<file path="src/rtl/fdpg_pkg.sv">
package fdpg_pkg;
  typedef enum logic [1:0] {
    ACT_IDLE = 2'd0,
    ACT_LOAD = 2'd1,
    ACT_STEP = 2'd2
  } fdpg_act_e;

  // load wins over step
  function automatic fdpg_act_e fdpg_decode(input logic load, input logic step);
    if (load)      return ACT_LOAD;
    else if (step) return ACT_STEP;
    else           return ACT_IDLE;
  endfunction
endpackage

</file>
<file path="src/rtl/fdpg_acc_stage.sv">
module fdpg_acc_stage #(
  parameter int W = 32
) (
  input  logic         clk,
  input  logic         rst_n,
  input  logic         load_i,
  input  logic         step_i,
  input  logic [W-1:0] seed_i,
  input  logic [W-1:0] addend_i,
  output logic [W-1:0] acc_o,
  output logic [W-1:0] sum_o,
  output logic         carry_o
);
  localparam int SW = W + 1;

  logic [SW-1:0] sum_full;
  logic [W-1:0]  acc_q, acc_d;
  logic          acc_en;

  always_comb begin
    sum_full = {1'b0, acc_q} + {1'b0, addend_i};
    acc_en   = load_i | step_i;
    acc_d    = load_i ? seed_i : sum_full[W-1:0];
  end

  always_ff @(posedge clk or negedge rst_n) begin
    if (!rst_n)      acc_q <= '0;
    else if (acc_en) acc_q <= acc_d;
  end

  assign acc_o   = acc_q;
  assign sum_o   = sum_full[W-1:0];
  assign carry_o = sum_full[W];

  // idle cycles leave the accumulator untouched
  p_stage_hold_r7: assert property (@(posedge clk) disable iff (!rst_n)
    (!load_i && !step_i) |=> $stable(acc_o));

  // a load places the seed in the accumulator
  p_stage_seed_r2: assert property (@(posedge clk) disable iff (!rst_n)
    load_i |=> (acc_o == $past(seed_i)));
endmodule

</file>
<file path="src/rtl/fdpg_index_ctr.sv">
module fdpg_index_ctr #(
  parameter int IW = 32
) (
  input  logic          clk,
  input  logic          rst_n,
  input  logic          clear_i,
  input  logic          inc_i,
  output logic [IW-1:0] count_o
);
  logic [IW-1:0] cnt_q, cnt_d;
  logic          cnt_en;

  always_comb begin
    cnt_en = clear_i | inc_i;
    cnt_d  = clear_i ? '0 : cnt_q + IW'(1);
  end

  always_ff @(posedge clk or negedge rst_n) begin
    if (!rst_n)      cnt_q <= '0;
    else if (cnt_en) cnt_q <= cnt_d;
  end

  assign count_o = cnt_q;

  // an increment without clear advances by one, modulo 2^IW
  p_index_inc_r5: assert property (@(posedge clk) disable iff (!rst_n)
    (inc_i && !clear_i) |=> (count_o == $past(count_o) + IW'(1)));

  // clear returns the index to zero
  p_index_clear_r2: assert property (@(posedge clk) disable iff (!rst_n)
    clear_i |=> (count_o == '0));
endmodule

</file>
<file path="src/rtl/fdpg_top.sv">
module fdpg_top #(
  parameter int W = 32
) (
  input  logic         clk,
  input  logic         rst_n,
  input  logic         load_i,
  input  logic [W-1:0] seed_value_i,
  input  logic [W-1:0] seed_diff1_i,
  input  logic [W-1:0] seed_diff2_i,
  input  logic         step_i,
  output logic         valid_o,
  output logic [W-1:0] value_o,
  output logic [W-1:0] index_o,
  output logic         overflow_o
);
  import fdpg_pkg::*;

  fdpg_act_e    act;
  logic         do_load, do_step;
  logic [W-1:0] d2_q, d2_d;
  logic         d2_en;
  logic [W-1:0] d1_acc, d1_next;
  logic         d1_carry;
  logic [W-1:0] f_acc, f_next;
  logic         f_carry;
  logic         valid_q, valid_d;
  logic         ovf_q, ovf_d;

  always_comb begin
    act     = fdpg_decode(load_i, step_i);
    do_load = (act == ACT_LOAD);
    do_step = (act == ACT_STEP);
  end

  // constant second difference
  always_comb begin
    d2_en = do_load;
    d2_d  = seed_diff2_i;
  end

  always_ff @(posedge clk or negedge rst_n) begin
    if (!rst_n)     d2_q <= '0;
    else if (d2_en) d2_q <= d2_d;
  end

  // first difference: d1 + d2
  fdpg_acc_stage #(.W(W)) u_diff1 (
    .clk      (clk),
    .rst_n    (rst_n),
    .load_i   (do_load),
    .step_i   (do_step),
    .seed_i   (seed_diff1_i),
    .addend_i (d2_q),
    .acc_o    (d1_acc),
    .sum_o    (d1_next),
    .carry_o  (d1_carry)
  );

  // value: f + (updated d1)
  fdpg_acc_stage #(.W(W)) u_value (
    .clk      (clk),
    .rst_n    (rst_n),
    .load_i   (do_load),
    .step_i   (do_step),
    .seed_i   (seed_value_i),
    .addend_i (d1_next),
    .acc_o    (f_acc),
    .sum_o    (f_next),
    .carry_o  (f_carry)
  );

  fdpg_index_ctr #(.IW(W)) u_index (
    .clk     (clk),
    .rst_n   (rst_n),
    .clear_i (do_load),
    .inc_i   (do_step),
    .count_o (index_o)
  );

  always_comb begin
    valid_d = do_step;
    ovf_d   = ovf_q;
    if (do_load)      ovf_d = 1'b0;
    else if (do_step) ovf_d = ovf_q | d1_carry | f_carry;
  end

  always_ff @(posedge clk or negedge rst_n) begin
    if (!rst_n) begin
      valid_q <= 1'b0;
      ovf_q   <= 1'b0;
    end else begin
      valid_q <= valid_d;
      ovf_q   <= ovf_d;
    end
  end

  assign value_o    = f_acc;
  assign valid_o    = valid_q;
  assign overflow_o = ovf_q;

  // a valid pulse only follows an accepted step
  p_valid_cause_r6: assert property (@(posedge clk) disable iff (!rst_n)
    valid_o |-> $past(step_i && !load_i));

  // a load alongside a step suppresses valid and restarts the index
  p_load_wins_r3: assert property (@(posedge clk) disable iff (!rst_n)
    (load_i && step_i) |=> (!valid_o && index_o == '0));

  // overflow stays set until a load
  p_ovf_sticky_r8: assert property (@(posedge clk) disable iff (!rst_n)
    (overflow_o && !load_i) |=> overflow_o);

  // a load clears overflow and shows the seed value
  p_load_view_r2: assert property (@(posedge clk) disable iff (!rst_n)
    load_i |=> (!overflow_o && value_o == $past(seed_value_i)));

  // the second difference never changes between loads
  p_d2_const_r9: assert property (@(posedge clk) disable iff (!rst_n)
    !load_i |=> $stable(d2_q));
endmodule

</file>
<file path="config.mk">
export PLATFORM = sky130hd
export DESIGN_NAME = fdpg_top
export DESIGN_NICKNAME = d
export VERILOG_FILES = /design/src/rtl/fdpg_pkg.sv /design/src/rtl/fdpg_acc_stage.sv /design/src/rtl/fdpg_index_ctr.sv /design/src/rtl/fdpg_top.sv
export SDC_FILE = /design/constraint.sdc
export NUM_CORES = 1
export LEC_CHECK = 0
export BUFFER_PORTS_ARGS = -buffer_cell sky130_fd_sc_hd__buf_2
export CORE_MARGIN = 2
export CORE_UTILIZATION = 30
export CTS_BUF_LIST = sky130_fd_sc_hd__clkbuf_8
export CTS_CLUSTER_DIAMETER = 100
export DETAILED_ROUTE_END_ITERATION = 16
export PLACE_DENSITY_LB_ADDON = 0.25
export SLEW_MARGIN = 20
export SYNTH_ARGS = -nofsm -noshare
export SYNTH_HDL_FRONTEND = slang
export SYNTH_SLANG_ARGS = --single-unit
</file>
<file path="constraint.sdc">
create_clock -name clk -period 5.9 [get_ports clk]
set_input_delay 1.18 -clock clk [delete_from_list [all_inputs] [get_ports clk]]
set_output_delay 1.18 -clock clk [all_outputs]
set_load 0.01 [all_outputs]
</file>
==> impl_metrics.yaml <==
run_status:
  outcome: "completed"
place:
  routabilityCongestion: 0.838
  hpwlAfterDp_um: 21200
  port_buffers: 165
detailed_routing:
  routed-via-count: 8232
  routedWlPerCell_um: 17.9
  drc_errors: 0
  drtIter0Drc: 491
  antenna_violating_nets_post_route: 0
  detailedRoute.firstPassIterationCount: 5
  route.final.wire_length_um: 28100
  detail_route.vias_per_cell: 5.24
global_routing:
  pin_count_of_the_biggest_net_entering_global_routing: 92
  grt_overflow: 0
  antenna_violations_before_repair: 0
  grt_pass1_vias: 8059
  global_route.usage.total_pct: 17.7
  wire_length_of_the_first_global_routing_pass_um: 43900
pwr:
  power.density_cell_area_mw_per_mm2: 525
  vdd_ir_drop_max_v: 0.000244
  leakage_nw: 4.95
finish:
  final_layout_fill_cell_count: 3218
  postLayoutCoreUtil_pct: 35.6
  antenna_cells_inserted: 0
  num-nets-final: 1329
  share_of_layout_cells_above_drive_strength_1_pct: 21.9
  area_added_between_synthesis_and_finish_pct: 17.7
yosys:
  sequential_cell_area_fraction_in_the_yosys_report_pct: 35.5
  synth_edf_count: 0
  ys_async_sr_fraction_pct: 100
  ys.flop_type: "sky130_fd_sc_hd__dfrtp_1"
  post_synth_inst_count: 1022
  post_synth_main_area_contributors: "sky130_fd_sc_hd__dfrtp_1 (35%), sky130_fd_sc_hd__ha_1 (8.9%), sky130_fd_sc_hd__a21oi_1 (5.1%), sky130_fd_sc_hd__nand2_1 (4.5%), sky130_fd_sc_hd__mux2i_1 (4.4%)"
  netlist_area_mm2: 0.00917
  synth_area_per_cell_um2: 8.98
  synthesis.yosys.warnings: 0
  synth_cell_types: 70
  synth_seq_cells: 130
  total_nets_after_synthesis: 1189
  netlist.area_leader.share_pct: 35.5
  yosys.area.top_type: "sky130_fd_sc_hd__dfrtp_1"
sta:
  fin_tns_setup_ns: 0
  slew-limit-headroom_pct: 40.4
  fmaxAchievable_mhz: 212
  finalCritPeriodShare_pct: 80.1
  finalMaxSlewViolations: 0
  finalClockSkew_ns: 0.0169
  setup_viol_count_final: 0
  max_slew.worst_pin.slew_ns: 0.893
  post-route-min-period_ns: 4.73
  setup_repair_after_global_routing_missed_its_margin: "false"
  hold_viol: 0
clocking:
  clock_tree.root_cell: "sky130_fd_sc_hd__clkbuf_8"
  post_cts.repair.setup_buffers: 0
  cts_inserted_buffers: 17
  post_cts_resized: 0
  clkTransAtPathRegs_ns: 0.09
  htreeDepth: 4
  clock_latency_of_the_later_clocked_register_in_the_worst_skew_pair_ns: 0.47
  clk_path_buf_depth: 2
  clock-sinks: 130
  post_cts_hold_buffer_count: 0
  tritoncts: "built"
critical_path:
  worst_setup_path_end_kind: "flip-flop"
  crit_fanout: 5
  timing.setup.critical_path_class: "flip-flop to flip-flop"
  critical_path_arrival_ns: 5.13
  crit_path_start_kind: "flip-flop"
  worst_ep_required_time_ns: 6.30
floorplanning:
  placementRows: 64
  fp.dieW_um: 179
  floorplan.core_area_mm2: 0.0303
  io_pins: 166
  initial_core_util_pct: 30.2
  chipHeight_um: 179
  design.die.area_mm2: 0.0320
min_path:
  worstHoldPathType: "flip-flop to flip-flop"
run:
  timing.max_cap.violations: 0
==> layout by cell type, fill, tap and decap left out, types with 21 or more instances in the layout <==
cell,count
sky130_fd_sc_hd__buf_2,163
sky130_fd_sc_hd__dfrtp_1,130
sky130_fd_sc_hd__nand2_1,110
sky130_fd_sc_hd__a21oi_1,94
sky130_fd_sc_hd__nor2_1,74
sky130_fd_sc_hd__o21ai_0,70
sky130_fd_sc_hd__ha_1,65
sky130_fd_sc_hd__mux2i_1,40
sky130_fd_sc_hd__xor2_1,39
sky130_fd_sc_hd__nand3_1,36
sky130_fd_sc_hd__xnor2_1,35
sky130_fd_sc_hd__mux2_2,32
sky130_fd_sc_hd__nand4_1,25
sky130_fd_sc_hd__a21o_1,21
==> synthesized netlist by cell type, types with 8 or more instances <==
cell and count:
sky130_fd_sc_hd__or3_1 18, sky130_fd_sc_hd__a21o_1 21, sky130_fd_sc_hd__mux2i_1 40, sky130_fd_sc_hd__and3_1 8, sky130_fd_sc_hd__and4_1 8, sky130_fd_sc_hd__ha_1 65, sky130_fd_sc_hd__a22oi_1 9, sky130_fd_sc_hd__o211ai_1 9
sky130_fd_sc_hd__clkbuf_1 43, sky130_fd_sc_hd__dfrtp_1 130, sky130_fd_sc_hd__nor2_1 74, sky130_fd_sc_hd__nand3_1 36, sky130_fd_sc_hd__nand2_1 110, sky130_fd_sc_hd__nor3_1 13, sky130_fd_sc_hd__xnor2_1 35, sky130_fd_sc_hd__inv_1 11
sky130_fd_sc_hd__o21ai_0 70, sky130_fd_sc_hd__nand4_1 25, sky130_fd_sc_hd__o21bai_1 11, sky130_fd_sc_hd__mux2_2 32, sky130_fd_sc_hd__a21oi_1 94, sky130_fd_sc_hd__xor2_1 39
==> layer usage <==
layer	part of all wire, %	global-route usage (%)
met1	47	24.2
met2	46	28.8
met4	1.3	4.10
met3	6.2	3.69
met5	0	0
==> cells by family (layout without fill, tap and decap cells) <==
group | after synthesis | in the layout | synth area share [%]
and+or+nand+nor | 323 | 323 | 16.8
DFF | 130 | 130 | 35.5
buffers and inverters | 64 | 216 | 2.65
adders and majority gates | 67 | 67 | 9.30
xor gates and xnor gates | 74 | 74 | 7.07
muxes | 72 | 72 | 8.29
AOI/OAI and AO/OA | 292 | 292 | 20.5
==> final timing paths <==
check,startpoint,end,slack [ns],cells past startpoint
worst max-delay path,d2_q[0]$_DFFE_PN0P_,u_value.acc_o[25]$_DFFE_PN0P_,1.17,17
worst min-delay path,u_diff1.acc_o[17]$_DFFE_PN0P_,u_diff1.acc_o[17]$_DFFE_PN0P_,0.51,2
worst max register to register,d2_q[0]$_DFFE_PN0P_,u_value.acc_o[25]$_DFFE_PN0P_,1.17,17
worst min register to register,u_diff1.acc_o[17]$_DFFE_PN0P_,u_diff1.acc_o[17]$_DFFE_PN0P_,0.51,2
max in group asynchronous,rst_n,u_value.acc_o[25]$_DFFE_PN0P_,3.96,2
min in group asynchronous,rst_n,u_index.count_o[25]$_DFFE_PN0P_,0.76,1
==> where the power goes <==
| part | switching [W] | internal [W] |
|---|---|---|
| Combinational | 0.00212 | 0.00146 |
| Clock | 0.000398 | 0.000452 |
| Sequential | 0.000167 | 0.00107 |
==> registers in the layout, summed over array words and instances (netlist names) <==
name / cells
d2_q: 32
u_diff1.acc_o: 32
u_index.count_o: 32
u_value.acc_o: 32
overflow_o: 1
valid_o: 1
==> layout make-up <==
cell class	count	area [um^2]	area share [%]
Multi-Input combinational cell	828	5680	52.6
Sequential cell	130	3250	30.1
Timing Repair Buffer	173	898	8.32
Tap cell	396	495	4.59
Clock buffer	20	275	2.55
Clock inverter	11	153	1.41
Inverter	12	45.0	0.417
==> metrics by stage <==
stage | hold WS (ns) | cell area (um^2) | power, W | setup slack, ns | std cells
global placement | 0.487 | 10400 | 0.00480 | 1.34 | 1539
finish | 0.509 | 10800 | 0.00566 | 1.17 | 1570
floorplan | 0.470 | 9170 | 0.00386 | 1.72 | 1022
detailed placement | 0.494 | 10400 | 0.00480 | 1.23 | 1539
CTS | 0.516 | 10800 | 0.00569 | 1.19 | 1570
global route | 0.542 | 10800 | 0.00618 | 0.872 | 1570
==> critical path, cell delays in order (launching register included) <==
cell and delay (ns):
sky130_fd_sc_hd__dfrtp_1 0.39, sky130_fd_sc_hd__ha_1 0.24, sky130_fd_sc_hd__fa_1 0.41, sky130_fd_sc_hd__a21o_1 0.21, sky130_fd_sc_hd__a311o_1 0.39, sky130_fd_sc_hd__a31o_2 0.25, sky130_fd_sc_hd__a21oi_1 0.27, sky130_fd_sc_hd__o21ai_0 0.16
sky130_fd_sc_hd__xor2_1 0.24, sky130_fd_sc_hd__ha_1 0.34, sky130_fd_sc_hd__a21oi_1 0.19, sky130_fd_sc_hd__o21ai_0 0.21, sky130_fd_sc_hd__nor3_1 0.23, sky130_fd_sc_hd__or3b_1 0.38, sky130_fd_sc_hd__nand3_1 0.15, sky130_fd_sc_hd__o21ai_0 0.13
sky130_fd_sc_hd__a2111o_1 0.37, sky130_fd_sc_hd__nand3_1 0.08
Power figures use the tool's default switching activity.
